==> src/rtl/cbs_pkg.sv <==
package cbs_pkg;

    localparam int CBS_REG_W = 32;
    localparam int CBS_ACC_W = CBS_REG_W + 2;

    typedef logic signed [CBS_ACC_W-1:0] credit_t;

    typedef enum logic [1:0] {
        CFG_IDLE_SLOPE = 2'd0,
        CFG_SEND_SLOPE = 2'd1,
        CFG_HIGH_LIMIT = 2'd2,
        CFG_LOW_LIMIT  = 2'd3
    } cfg_field_e;

    typedef struct packed {
        logic [CBS_REG_W-1:0] idle_slope;
        logic [CBS_REG_W-1:0] send_slope;
        logic [CBS_REG_W-1:0] high_limit;
        logic [CBS_REG_W-1:0] low_limit;
    } shaper_cfg_t;

    typedef enum logic [2:0] {
        PH_OFF,
        PH_SEND,
        PH_ACCRUE,
        PH_SETTLE,
        PH_RECOVER
    } credit_phase_e;

    // two's complement register value widened to the accumulator width
    function automatic credit_t widen_signed(input logic [CBS_REG_W-1:0] v);
        return $signed({{(CBS_ACC_W-CBS_REG_W){v[CBS_REG_W-1]}}, v});
    endfunction

    // unsigned register value widened to the accumulator width
    function automatic credit_t widen_unsigned(input logic [CBS_REG_W-1:0] v);
        return $signed({{(CBS_ACC_W-CBS_REG_W){1'b0}}, v});
    endfunction

    function automatic credit_t min_credit(input credit_t a, input credit_t b);
        return (a < b) ? a : b;
    endfunction

    function automatic credit_t max_credit(input credit_t a, input credit_t b);
        return (a > b) ? a : b;
    endfunction

    function automatic credit_phase_e pick_phase(
        input logic    active,
        input logic    tx,
        input logic    pending,
        input credit_t credit
    );
        if (!active)              return PH_OFF;
        else if (tx)              return PH_SEND;
        else if (pending)         return PH_ACCRUE;
        else if (credit < 0)      return PH_RECOVER;
        else                      return PH_SETTLE;
    endfunction

endpackage

==> src/rtl/cbs_cfg_regs.sv <==
module cbs_cfg_regs
    import cbs_pkg::*;
(
    input  logic                 clk,
    input  logic                 rst,
    input  logic                 wr_en,
    input  cfg_field_e           wr_field,
    input  logic [CBS_REG_W-1:0] wr_value,
    output shaper_cfg_t          cfg
);

    always_ff @(posedge clk) begin
        if (rst) begin
            cfg <= '0;
        end else if (wr_en) begin
            case (wr_field)
                CFG_IDLE_SLOPE: cfg.idle_slope <= wr_value;
                CFG_SEND_SLOPE: cfg.send_slope <= wr_value;
                CFG_HIGH_LIMIT: cfg.high_limit <= wr_value;
                CFG_LOW_LIMIT:  cfg.low_limit  <= wr_value;
                default:        cfg            <= cfg;
            endcase
        end
    end

    // without a write strobe no field moves
    p_cfg_hold_r2: assert property (@(posedge clk) disable iff (rst)
        !wr_en |=> cfg == $past(cfg));

    // a write to the idle slope leaves the send slope alone
    p_cfg_isolate_r2: assert property (@(posedge clk) disable iff (rst)
        (wr_en && wr_field == CFG_IDLE_SLOPE) |=> cfg.send_slope == $past(cfg.send_slope));

endmodule

==> src/rtl/cbs_credit_acc.sv <==
module cbs_credit_acc
    import cbs_pkg::*;
(
    input  logic        clk,
    input  logic        rst,
    input  logic        active,
    input  logic        pending,
    input  logic        tx,
    input  shaper_cfg_t cfg,
    output credit_t     credit
);

    credit_phase_e phase;
    credit_t       idle_w;
    credit_t       send_w;
    credit_t       high_w;
    credit_t       low_w;
    credit_t       credit_nxt;

    always_comb begin
        idle_w = widen_unsigned(cfg.idle_slope);
        send_w = widen_unsigned(cfg.send_slope);
        high_w = widen_signed(cfg.high_limit);
        low_w  = widen_signed(cfg.low_limit);
        phase  = pick_phase(active, tx, pending, credit);
    end

    always_comb begin
        case (phase)
            PH_SEND:    credit_nxt = max_credit(credit - send_w, low_w);
            PH_ACCRUE:  credit_nxt = min_credit(credit + idle_w, high_w);
            PH_RECOVER: credit_nxt = min_credit(credit + idle_w, '0);
            default:    credit_nxt = '0;
        endcase
    end

    always_ff @(posedge clk) begin
        if (rst) credit <= '0;
        else     credit <= credit_nxt;
    end

    // accrual never passes the upper limit
    p_ceiling_r3: assert property (@(posedge clk) disable iff (rst)
        (active && !tx && pending) |=> credit <= $past(high_w));

    // sending never goes below the lower limit
    p_floor_r4: assert property (@(posedge clk) disable iff (rst)
        (active && tx) |=> credit >= $past(low_w));

    // an idle empty queue never carries positive credit forward
    p_empty_nonpos_r5: assert property (@(posedge clk) disable iff (rst)
        (active && !tx && !pending) |=> credit <= 0);

    // disabled shaping leaves zero credit
    p_off_zero_r8: assert property (@(posedge clk) disable iff (rst)
        !active |=> credit == 0);

endmodule

==> src/rtl/cbs_gate.sv <==
module cbs_gate
    import cbs_pkg::*;
(
    input  logic    clk,
    input  logic    rst,
    input  logic    active,
    input  logic    pending,
    input  credit_t credit,
    output logic    eligible
);

    logic credit_neg;

    always_comb begin
        credit_neg = credit[CBS_ACC_W-1];
        eligible   = pending && (!active || !credit_neg);
    end

    // never eligible without queued data
    p_needs_data_r6: assert property (@(posedge clk) disable iff (rst)
        eligible |-> pending);

    // negative credit blocks a shaped queue
    p_neg_blocks_r6: assert property (@(posedge clk) disable iff (rst)
        (active && credit < 0) |-> !eligible);

endmodule

==> src/rtl/cbs_shaper.sv <==
module cbs_shaper
    import cbs_pkg::*;
#(
    parameter int QID_W = 3
) (
    input  logic                 clk,
    input  logic                 rst,
    input  logic                 shape_en,
    input  logic [QID_W-1:0]     queue_id,
    input  logic                 cfg_we,
    input  logic [1:0]           cfg_sel,
    input  logic [CBS_REG_W-1:0] cfg_wdata,
    input  logic                 queue_not_empty,
    input  logic                 tx_active,
    output logic                 tx_eligible
);

    shaper_cfg_t cfg;
    credit_t     credit;
    logic        active;
    cfg_field_e  field;

    always_comb begin
        active = shape_en && (queue_id != '0);
        field  = cfg_field_e'(cfg_sel);
    end

    cbs_cfg_regs u_regs (
        .clk      (clk),
        .rst      (rst),
        .wr_en    (cfg_we),
        .wr_field (field),
        .wr_value (cfg_wdata),
        .cfg      (cfg)
    );

    cbs_credit_acc u_acc (
        .clk     (clk),
        .rst     (rst),
        .active  (active),
        .pending (queue_not_empty),
        .tx      (tx_active),
        .cfg     (cfg),
        .credit  (credit)
    );

    cbs_gate u_gate (
        .clk      (clk),
        .rst      (rst),
        .active   (active),
        .pending  (queue_not_empty),
        .credit   (credit),
        .eligible (tx_eligible)
    );

    // queue 0 behaves as strict priority
    p_queue0_plain_r7: assert property (@(posedge clk) disable iff (rst)
        (queue_id == '0) |-> (tx_eligible == queue_not_empty));

    // disabled shaping behaves as strict priority
    p_disabled_plain_r8: assert property (@(posedge clk) disable iff (rst)
        !shape_en |-> (tx_eligible == queue_not_empty));

endmodule

==> config.mk <==
export PLATFORM = sky130hd
export DESIGN_NAME = cbs_shaper
export DESIGN_NICKNAME = d
export VERILOG_FILES = /design/src/rtl/cbs_pkg.sv /design/src/rtl/cbs_cfg_regs.sv /design/src/rtl/cbs_credit_acc.sv /design/src/rtl/cbs_gate.sv /design/src/rtl/cbs_shaper.sv
export SDC_FILE = /design/constraint.sdc
export NUM_CORES = 1
export LEC_CHECK = 0
export BUFFER_PORTS_ARGS = -buffer_cell sky130_fd_sc_hd__buf_2
export CAP_MARGIN = 20
export CORE_ASPECT_RATIO = 0.7
export CORE_MARGIN = 3
export CORE_UTILIZATION = 60
export CTS_BUF_LIST = sky130_fd_sc_hd__clkbuf_2
export DETAILED_ROUTE_END_ITERATION = 12
export PLACE_DENSITY = 0.78
export SYNTH_ARGS = -nofsm -noshare
export SYNTH_HDL_FRONTEND = slang
export SYNTH_HIERARCHICAL = 1
export SYNTH_SLANG_ARGS = --single-unit
export TNS_END_PERCENT = 50
==> constraint.sdc <==
create_clock -name clk -period 5.9 [get_ports clk]
set_input_delay 1.18 -clock clk [delete_from_list [all_inputs] [get_ports clk]]
set_output_delay 1.18 -clock clk [all_outputs]
set_load 0.01 [all_outputs]
==> results.py <==
metrics = {
    "outcome": {
        "status": "complete, no violations",
    },
    "clock_network": {
        "insertion_delay_ns": 0.81,
        "cts_made_buffers": 17,
        "cts_tree": "yes",
        "htreeDepth": 4,
        "cts-hold-fix-buffers": 0,
        "root_buffer": "clkbuf_2",
        "cts_buffer_depth": 2,
        "cts_sinks": 162,
        "path_clk_slew_ns": 0.20,
    },
    "floorplanning": {
        "fp.dieH_um": 124,
        "initial_utilization_pct": 62.3,
        "die_x_um": 175,
        "dieArea_sq_um": 21800,
        "num_rows": 42,
        "ios": 44,
        "core_area_sq_um": 19300,
    },
    "setup_path": {
        "start_kind": "flop",
        "worst-path-buf-inv": 3,
        "cp-end-kind": "flop",
        "timing_worst_setup_path_type": "flop to flop",
        "slowest_stage": "o41a_1",
        "startpoint": "u_regs/cfg[98]",
        "max_stage_delay_ns": 0.40,
        "critical_path_depth": 23,
        "r2r_cells": 23,
        "worstPathRequired_ns": 6.62,
        "cp_cell_sequence": "ha_1 > o211ai_1 > o211ai_1 > a21oi_2 > o21ai_1 > o41a_1 > a41oi_1 > buf_4 > nand2_1 > xor2_1 > ha_1 > a21oi_1 > o21ai_0 > buf_4 > nor2_1 > nand4_1 > o21ai_0 > o2111a_1 > o21bai_1 > a21bo_1 > buf_4 > o21ai_0 > a31oi_1",
        "worst_ep_arrival_time_ns": 6.38,
        "cp_max_fo": 18,
        "path_delay_family": "compound AO/OA/AOI/OAI gates",
        "reg2reg_from": "u_regs/cfg[98]",
    },
    "yosys": {
        "synthTopCellsByArea": "dfxtp_1 (27%), ha_1 (14%), mux2i_1 (11%)",
        "syn_inst": 1402,
        "synth_top_area_cell": "dfxtp_1",
        "async_reset_ff_share_pct": 0,
        "yosysWarnings": 6,
        "synth_edf_count": 0,
        "ys.flop_type": "dfxtp_1",
        "syn_nets": 1578,
        "syn_area_sq_um": 12000,
        "synth.distinct_cells": 78,
        "synth_top_cell_area_share_pct": 27.0,
        "avgSynthCellArea_sq_um": 8.57,
        "ys_seq_elements": 162,
        "ys_seq_area_share_pct": 27.0,
    },
    "routing": {
        "ant_nets": 0,
        "num_vias": 10436,
        "wl_per_cell_um": 18.6,
        "drc": 0,
        "drt_pre_antenna_iters": 10,
        "routed_wl_um": 31800,
        "vias_per_cell": 6.10,
        "drt_iter0_markers": 1264,
    },
    "global_route": {
        "grt_antenna_before_repair": 0,
        "grt_usage_pct": 28.8,
        "grt_pass1_wl_um": 50900,
        "grt_max_degree": 101,
        "grt_pass1_vias": 9676,
        "grt-ovfl-total": 0,
    },
    "cells_and_area": {
        "area_growth_pct": 7.28,
        "seq_area_sq_um": 3250,
        "final_nets": 1612,
        "multiInputGateArea_sq_um": 8170,
        "fillers": 1639,
        "num_antenna_cells": 0,
        "layout-drive-gt1-share_pct": 10.7,
    },
    "power": {
        "p_comb_share_pct": 49.9,
        "power.density_nw_per_um2": 279,
        "p_sw_share_pct": 39.3,
        "seq_power_share_pct": 32.6,
        "peakVddDrop_v": 0.000226,
        "switching_power_mw": 1.42,
        "leakage_nw": 5.93,
        "pwr-share-clk_pct": 17.5,
        "p_int_mw": 2.18,
    },
    "sta": {
        "fmax_ghz": 0.177,
        "setup_ws_ns": 0.236,
        "finalClockSkew_ns": 0.0509,
        "fin_crit_sh_pct": 96.0,
        "slew_headroom_pct": 50.7,
        "hold_viol": 0,
        "min_period_ns": 5.66,
        "maxSlewViolCount": 0,
        "finalHoldWorstSlack_ns": 0.491,
        "worstMarginPinSlew_ns": 0.739,
        "setup_viol": 0,
    },
    "placement": {
        "port_buffers": 43,
        "dp_hpwl_um": 23900,
        "place_ws_ns": 0.0640,
        "place_congestion": 0.976,
    },
    "job": {
        "cap_violations": 0,
    },
    "worst_hold_path": {
        "hold_path_class": "flop to flop",
        "hold_path_depth": 2,
        "worstHoldStart": "u_regs/cfg[92]",
    },
}
state kept, by name, indices dropped and copies added, names as in the netlist:
name          flops
u_regs/cfg      128
u_acc/credit     34
metrics by stage:
step | total power [mW] | TNS (ns) | cells | util (%) | instance area (sq um)
6_report | 3.60 | 0 | 1712 | 66.8 | 12900
5_1_grt | 3.83 | -0.0138 | 1712 | 66.8 | 12900
4_1_cts | 3.51 | 0 | 1710 | 66.2 | 12800
3_5_place_dp | 2.88 | 0 | 1679 | 65.0 | 12500
3_3_place_gp | 2.86 | 0 | 1679 | 65.0 | 12500
2_1_floorplan | 2.47 | 0 | 1402 | - | 12000
synth_stat cells, types with 3 or more instances:
cell type and n:
nor2b_1 10, nor3_1 8, o21ai_1 6, nor2_1 69, ha_1 131, a21oi_1 85
a41oi_1 3, nor3b_1 3, buf_2 10, a21boi_0 6, a22oi_1 6, clkbuf_1 37
mux2_2 5, nand3_1 17, and3_1 8, o21bai_1 4, a21o_1 43, o21a_1 14
mux2_4 5, nand2b_1 168, a31oi_1 8, o211ai_1 13, xor2_1 15, a211oi_1 13
mux2i_1 133, xnor2_1 40, a222oi_1 26, or2_2 3, buf_4 6, o21ai_0 58
nand2_1 76, nand4_1 16, nand3b_1 3, buf_6 4, or3_1 5, a2111oi_0 3
dfxtp_1 162, inv_1 115, a221oi_1 3, and2_1 10
layout make-up:
class / count / share of cell area (%)
Timing Repair Buffer: 76 / 3.74
Clock buffer: 23 / 0.893
Multi-Input combinational cell: 1064 / 63.4
Sequential cell: 162 / 25.2
Inverter: 115 / 3.35
Clock inverter: 8 / 0.864
Tap cell: 264 / 2.56
worst reg2reg max path: stages, from the launching register on:
cell	delay, ns
dfxtp_1	0.37
ha_1	0.35
o211ai_1	0.34
o211ai_1	0.28
a21oi_2	0.29
o21ai_1	0.16
o41a_1	0.40
a41oi_1	0.35
buf_4	0.19
nand2_1	0.06
xor2_1	0.21
ha_1	0.30
a21oi_1	0.15
o21ai_0	0.13
buf_4	0.18
nor2_1	0.19
nand4_1	0.26
o21ai_0	0.24
o2111a_1	0.25
o21bai_1	0.11
a21bo_1	0.20
buf_4	0.25
o21ai_0	0.19
a31oi_1	0.17
layout by cell type, fill, tap and decap left out, types with 16 or more instances in the layout:
cell      instances
nand2_1          76
o21ai_0          55
ha_1            125
a21oi_1          82
clkbuf_2         23
a222oi_1         26
dfxtp_1         158
inv_1           115
a21o_1           43
nand2b_1        168
xnor2_1          40
nand4_1          16
buf_2            42
buf_4            32
nor2_1           68
mux2i_1         133
routing by layer:
layer | vias to the layer above | GRT usage (%) | share of wire, %
li1 | 5055 | - | -
met1 | 4880 | 44.3 | 49
met2 | 456 | 40.7 | 40
met3 | 45 | 6.19 | 9.3
met4 | 0 | 6.00 | 1.4
met5 | - | 0 | 0
power groups by stage:
| stage | clock network (mW) | registers, mW | logic (mW) |
|---|---|---|---|
| after floorplan | 0 | 1.18 | 1.30 |
| after global placement | 0 | 1.19 | 1.67 |
| after detailed placement | 0 | 1.19 | 1.69 |
| after CTS | 0.639 | 1.17 | 1.70 |
| after global routing | 0.686 | 1.18 | 1.96 |
| final | 0.629 | 1.17 | 1.80 |
cells by family (layout without fill, tap and decap cells):
| kind of cell | Yosys count | in the layout | share of synthesized area (%) |
|---|---|---|---|
| mux | 143 | 143 | 12.2 |
| flops | 162 | 162 | 27.0 |
| compound gates | 321 | 321 | 18.2 |
| buf+inv | 176 | 222 | 6.06 |
| xor+xnor | 55 | 55 | 4.01 |
| fa+ha+maj | 133 | 133 | 14.0 |
| simple gates | 412 | 412 | 18.6 |
repair_timing:
item | in CTS | in global routing
gates resized for setup | 0 | 32
buffers inserted | 0 | 2
setup endpoints to repair | 0 | 34
final timing paths:
path | endpoint | slack (ns)
min reg2reg | u_regs/cfg[92] | 0.49
max | u_acc/credit[32] | 0.24
max reg2reg | u_acc/credit[32] | 0.24
min | u_regs/cfg[92] | 0.49
Note: power is estimated with default switching activity, not from simulation.
